**src/rtl/pport_ctrl.sv**
```systemverilog
module pport_ctrl (
  input  logic       clk,
  input  logic       rst_n,
  input  logic       sel,
  input  logic       rd,
  input  logic       wr,
  input  logic [1:0] addr,
  input  logic [7:0] wdata,
  output logic [7:0] rdata,
  output logic       bus_en,
  input  logic [7:0] pa_pin,
  input  logic [7:0] pb_pin,
  input  logic [7:0] pc_pin,
  output logic [7:0] pa_out,
  output logic [7:0] pb_out,
  output logic [7:0] pc_out,
  output logic [7:0] pa_oe,
  output logic [7:0] pb_oe,
  output logic [7:0] pc_oe
);

  logic [7:0] lat_a, lat_b, lat_c;
  logic       in_a, in_b, in_cu, in_cl;
  logic [7:0] mux_c;
  logic       wr_go;

  assign wr_go = sel && wr;

  always_ff @(posedge clk) begin
    if (!rst_n) begin
      lat_a <= '0; lat_b <= '0; lat_c <= '0;
      in_a  <= 1'b1; in_b <= 1'b1; in_cu <= 1'b1; in_cl <= 1'b1;
    end else if (wr_go) begin
      case (addr)
        2'd0: lat_a <= wdata;
        2'd1: lat_b <= wdata;
        2'd2: lat_c <= wdata;
        default:
          if (wdata[7]) begin
            in_a  <= wdata[4];
            in_cu <= wdata[3];
            in_b  <= wdata[1];
            in_cl <= wdata[0];
            lat_a <= '0; lat_b <= '0; lat_c <= '0;
          end else begin
            lat_c[wdata[3:1]] <= wdata[0];
          end
      endcase
    end
  end

  assign pa_out = lat_a;
  assign pb_out = lat_b;
  assign pc_out = lat_c;
  assign pa_oe  = {8{~in_a}};
  assign pb_oe  = {8{~in_b}};
  assign pc_oe  = {{4{~in_cu}}, {4{~in_cl}}};

  assign mux_c  = {in_cu ? pc_pin[7:4] : lat_c[7:4], in_cl ? pc_pin[3:0] : lat_c[3:0]};
  assign bus_en = sel && rd;

  always_comb begin
    rdata = '0;
    if (bus_en) begin
      case (addr)
        2'd0:    rdata = in_a ? pa_pin : lat_a;
        2'd1:    rdata = in_b ? pb_pin : lat_b;
        2'd2:    rdata = mux_c;
        default: rdata = '0;
      endcase
    end
  end

  a_r4_mode_clears: assert property (@(posedge clk) disable iff (!rst_n)
    (wr_go && addr == 2'd3 && wdata[7]) |=> (pa_out == 8'h00 && pb_out == 8'h00 && pc_out == 8'h00));

  a_r5_single_bit: assert property (@(posedge clk) disable iff (!rst_n)
    (wr_go && addr == 2'd3 && !wdata[7]) |=> ($countones(pc_out ^ $past(pc_out)) <= 1 && $stable(pa_out) && $stable(pb_out)));

  a_r5_dirs_kept: assert property (@(posedge clk) disable iff (!rst_n)
    (wr_go && addr == 2'd3 && !wdata[7]) |=> ($stable(pa_oe) && $stable(pb_oe) && $stable(pc_oe)));

  a_r9_no_select: assert property (@(posedge clk) disable iff (!rst_n)
    !wr_go |=> ($stable(pa_out) && $stable(pb_out) && $stable(pc_out) && $stable(pc_oe) && $stable(pa_oe)));

  a_r8_bus_quiet: assert property (@(posedge clk) disable iff (!rst_n)
    !(sel && rd) |-> (rdata == 8'h00));

endmodule

```
**config.mk**
```make
export PLATFORM = sky130hd
export DESIGN_NAME = pport_ctrl
export DESIGN_NICKNAME = d
export VERILOG_FILES = /design/src/rtl/pport_ctrl.sv
export SDC_FILE = /design/constraint.sdc
export NUM_CORES = 1
export LEC_CHECK = 0
export BUFFER_PORTS_ARGS = -buffer_cell sky130_fd_sc_hd__buf_2
export CORE_UTILIZATION = 38
export CTS_BUF_LIST = sky130_fd_sc_hd__clkbuf_2 sky130_fd_sc_hd__clkbuf_4 sky130_fd_sc_hd__clkbuf_8
export CTS_CLUSTER_SIZE = 10
export DETAILED_ROUTE_END_ITERATION = 7
export GPL_TIMING_DRIVEN = 0
export PLACE_DENSITY_LB_ADDON = 0.3
export SLEW_MARGIN = 20
export SYNTH_ARGS = -nofsm -noshare
export SYNTH_HDL_FRONTEND = slang
export SYNTH_SLANG_ARGS = --single-unit
export TNS_END_PERCENT = 100
```
**constraint.sdc**
```tcl
create_clock -name clk -period 1.72 [get_ports clk]
set_clock_uncertainty 0.1 [all_clocks]
set_input_delay 0.258 -clock clk [delete_from_list [all_inputs] [get_ports clk]]
set_output_delay 0.258 -clock clk [all_outputs]
set_load 0.03 [all_outputs]
```
==> results.md <==
- Run status: finished, violations left
- CP delay by family, top: compound AO/OA/AOI/OAI gates
- Failing checks: setup timing
- Final ANT Viol Nets: 0
- Slew @ Worst Pin: ~0.63 ns
- Cell count after synthesis: 244
- Max IR drop VDD: about 0.29 mV
- Yosys reg bits: 28
- Crit-path slowest cell: a222oi_1
- Arrival @ worst endpoint: approximately 1.7 ns
- H-tree Lvls: 1
- Clock Sinks: 28
- Hpwl dp: 4750 um
- Crit path buf inv count: 2
- CTS tree: built
- Area of the multi-input gates: 1220 sq um
- Critical Path RT: 1.36 ns
- Nets: 388
- Pins Over Slew Limit: 0
- Initial drt markers: 191
- I/O pin total: 96
- Bufs on Longest Clock Path: 2
- Setup TNS: -2.63 ns
- Antenna Cells: 0
- Clock Root Buffer: clkbuf_8
- Sequential cell area: 568 sq um
- Sw power: roughly 0.46 mW
- WL/cell: between 15 and 20 um
- Crit end category: output port
- Switch share: 0.307
- Most common cell after layout, fill and taps aside: buf_2
- Tightest Hold Check Type: input pin to register
- Final Worst Setup Slack: -0.356 ns
- Achievable frequency: 0.482 GHz
- Power Density: about 530 nW/um^2
- Vias per cell: between 5 and 6
- Post-synth EDFFs: 0
- Clk_lat worst skew: 0.28 ns
- First-pass iteration count of the detailed router: 5
- Placed Cells incl. Taps: 407
- Cts bufs inserted: 3
- Part of the power in combinational logic: 0.269
- Post-synthesis sequential area ratio: 0.272
- Synth async-reset ratio: 0
- Flop pwr share: 0.452
- Area Growth Syn to Fin: 35.3%
- Synthesized area per cell: about 8.4 sq um
- Share of cells above drive strength 1: 0.503
- Syn Nets: 287
- Yosys Warn Count: 0
- Crit share post-route: 1.21
- Setup-failing EPs final: 8
- Internal power: 1.03 mW
- Chip Width: 75.6 um
- Post-Route WL: approximately 6400 um
- Final hold viol count: 0
- Fin util: 0.539
- Initial antenna violation count: 0
- Worst setup SP type: register
- Clock transition at path regs: ~0.09 ns
- DRC: 0
- Clock share of power: 0.279
- Total number of vias: 2218
- Worst Path Max Fanout: 5
- Port Buffers: 93
- Main synth FF type: dfxtp_1
- Post-layout min period: approximately 2.1 ns
- Synth Cell Area: 2060 sq um
- Grt total ovfl: 0
- MaxCap Viol Count: 0
- Pin count of the biggest net entering global routing: 16
- RD Place Congestion: 0.872
- Setup Crit Path Kind: register to output port
- Slew margin rel.: 0.580
- Die ar.: 5720 sq um
- RSZ-0062 raised after global routing: yes
- Filler Cell Count: around 500
- Global Route Usage Sum: 0.224
- Core footprint: 5170 sq um
- Crit-path cells: buf_6, mux2_4, a222oi_1, nor2_1, buf_4
- First-pass GRT wire length: about 9400 um
- Leak: approximately 1.3 nW
- Starting density of the core: 0.398
- Layout Cells excl Fill: slightly above 400
- Commonest cells after routing, fill and taps aside: buf_2 (91), a21oi_1 (26), buf_4 (25)
- Die Ht: 75.6 um
- Vias in the first global route: 1813
- Netlist cell types: 40
- Max stage delay on crit path: 0.37 ns
- # rows: 26
cell usage after synthesis, types with 3 or more instances:
master,count,share of area
nor2_1,10,0.018
nand3b_1,5,0.018
clkbuf_1,8,0.015
ha_1,4,0.024
buf_2,9,0.022
mux2_2,24,0.13
buf_4,20,0.073
inv_1,12,0.022
dfxtp_1,28,0.27
nand4b_1,8,0.034
nand2_1,18,0.033
o211ai_1,3,0.011
a21oi_1,26,0.063
a221o_1,4,0.019
nor3_1,5,0.012
a222oi_1,8,0.039
o21ai_0,16,0.039
mux2i_1,6,0.029
power by group through the flow:
stage / sequential (mW) / clock [mW] / combinational [mW]
2_1_floorplan: 0.708 / 0 / 0.226
3_5_place_dp: 0.688 / 0 / 0.382
4_1_cts: 0.673 / 0.421 / 0.395
6_report: 0.672 / 0.415 / 0.400
5_1_grt: 0.674 / 0.450 / 0.432
3_3_place_gp: 0.687 / 0 / 0.379
per-layer routing:
layer,vias to the layer above,wire length [um],part of all wire,global-route usage
met2,107,3020,0.47,0.362
li1,1080,-,-,-
met4,0,132,0.020,0.0844
met3,10,424,0.066,0.0185
met5,-,0,0,0
met1,1021,2870,0.45,0.311
registers in the layout (all words and copies together), names as in the netlist:
signal,flops
in_cu,1
pc_out,8
in_b,1
pa_out,8
in_a,1
in_cl,1
pb_out,8
logic make-up (layout without fill, tap and decap cells):
logic type	count (synthesis)	count (layout)	share of synthesized area
AOI/OAI and AO/OA	66	66	0.206
and+or+nand+nor	63	63	0.191
buffers and inverters	53	153	0.146
muxes	30	30	0.160
DFF	28	28	0.272
adders and majority gates	4	4	0.0243
final timing paths:
| check | cells past startpoint | startpoint | end | slack, ns |
|---|---|---|---|---|
| max | 5 | in_b | rdata[7] | -0.36 |
| min reg2reg | 2 | pc_out[2] | pc_out[2] | 0.38 |
| max reg2reg | 3 | pc_out[3] | pc_out[3] | 0.64 |
| min | 2 | rst_n | in_cl | 0.14 |
cell type report:
type	count	share of cell area
well taps	70	0.0314
inverters	12	0.0162
multi-input cells	163	0.439
repair buffers	96	0.190
flip-flops and latches	28	0.204
plain buffers	41	0.0992
clock buffers	4	0.0197
per-stage QoR:
step | hold WS, ns | setup slack (ns) | instance area, sq um | power, mW
after floorplan | 0.283 | 0.00202 | 2080 | 0.934
after CTS | 0.135 | -0.358 | 2770 | 1.49
final | 0.140 | -0.356 | 2790 | 1.49
after global routing | 0.141 | -0.419 | 2790 | 1.56
after global placement | 0.361 | -0.428 | 2630 | 1.07
after detailed placement | 0.363 | -0.430 | 2630 | 1.07
repair_timing:
item / CTS / global route
setup buffers: 1 / 0
endpoints found under the hold margin: 0 / 0
gates resized for setup: 25 / 9
setup endpoints to repair: 15 / 10
cloned: 1 / 1
hold buffers: 0 / 0
pin swaps: 9 / 8
(Power assumes the default switching activity.)
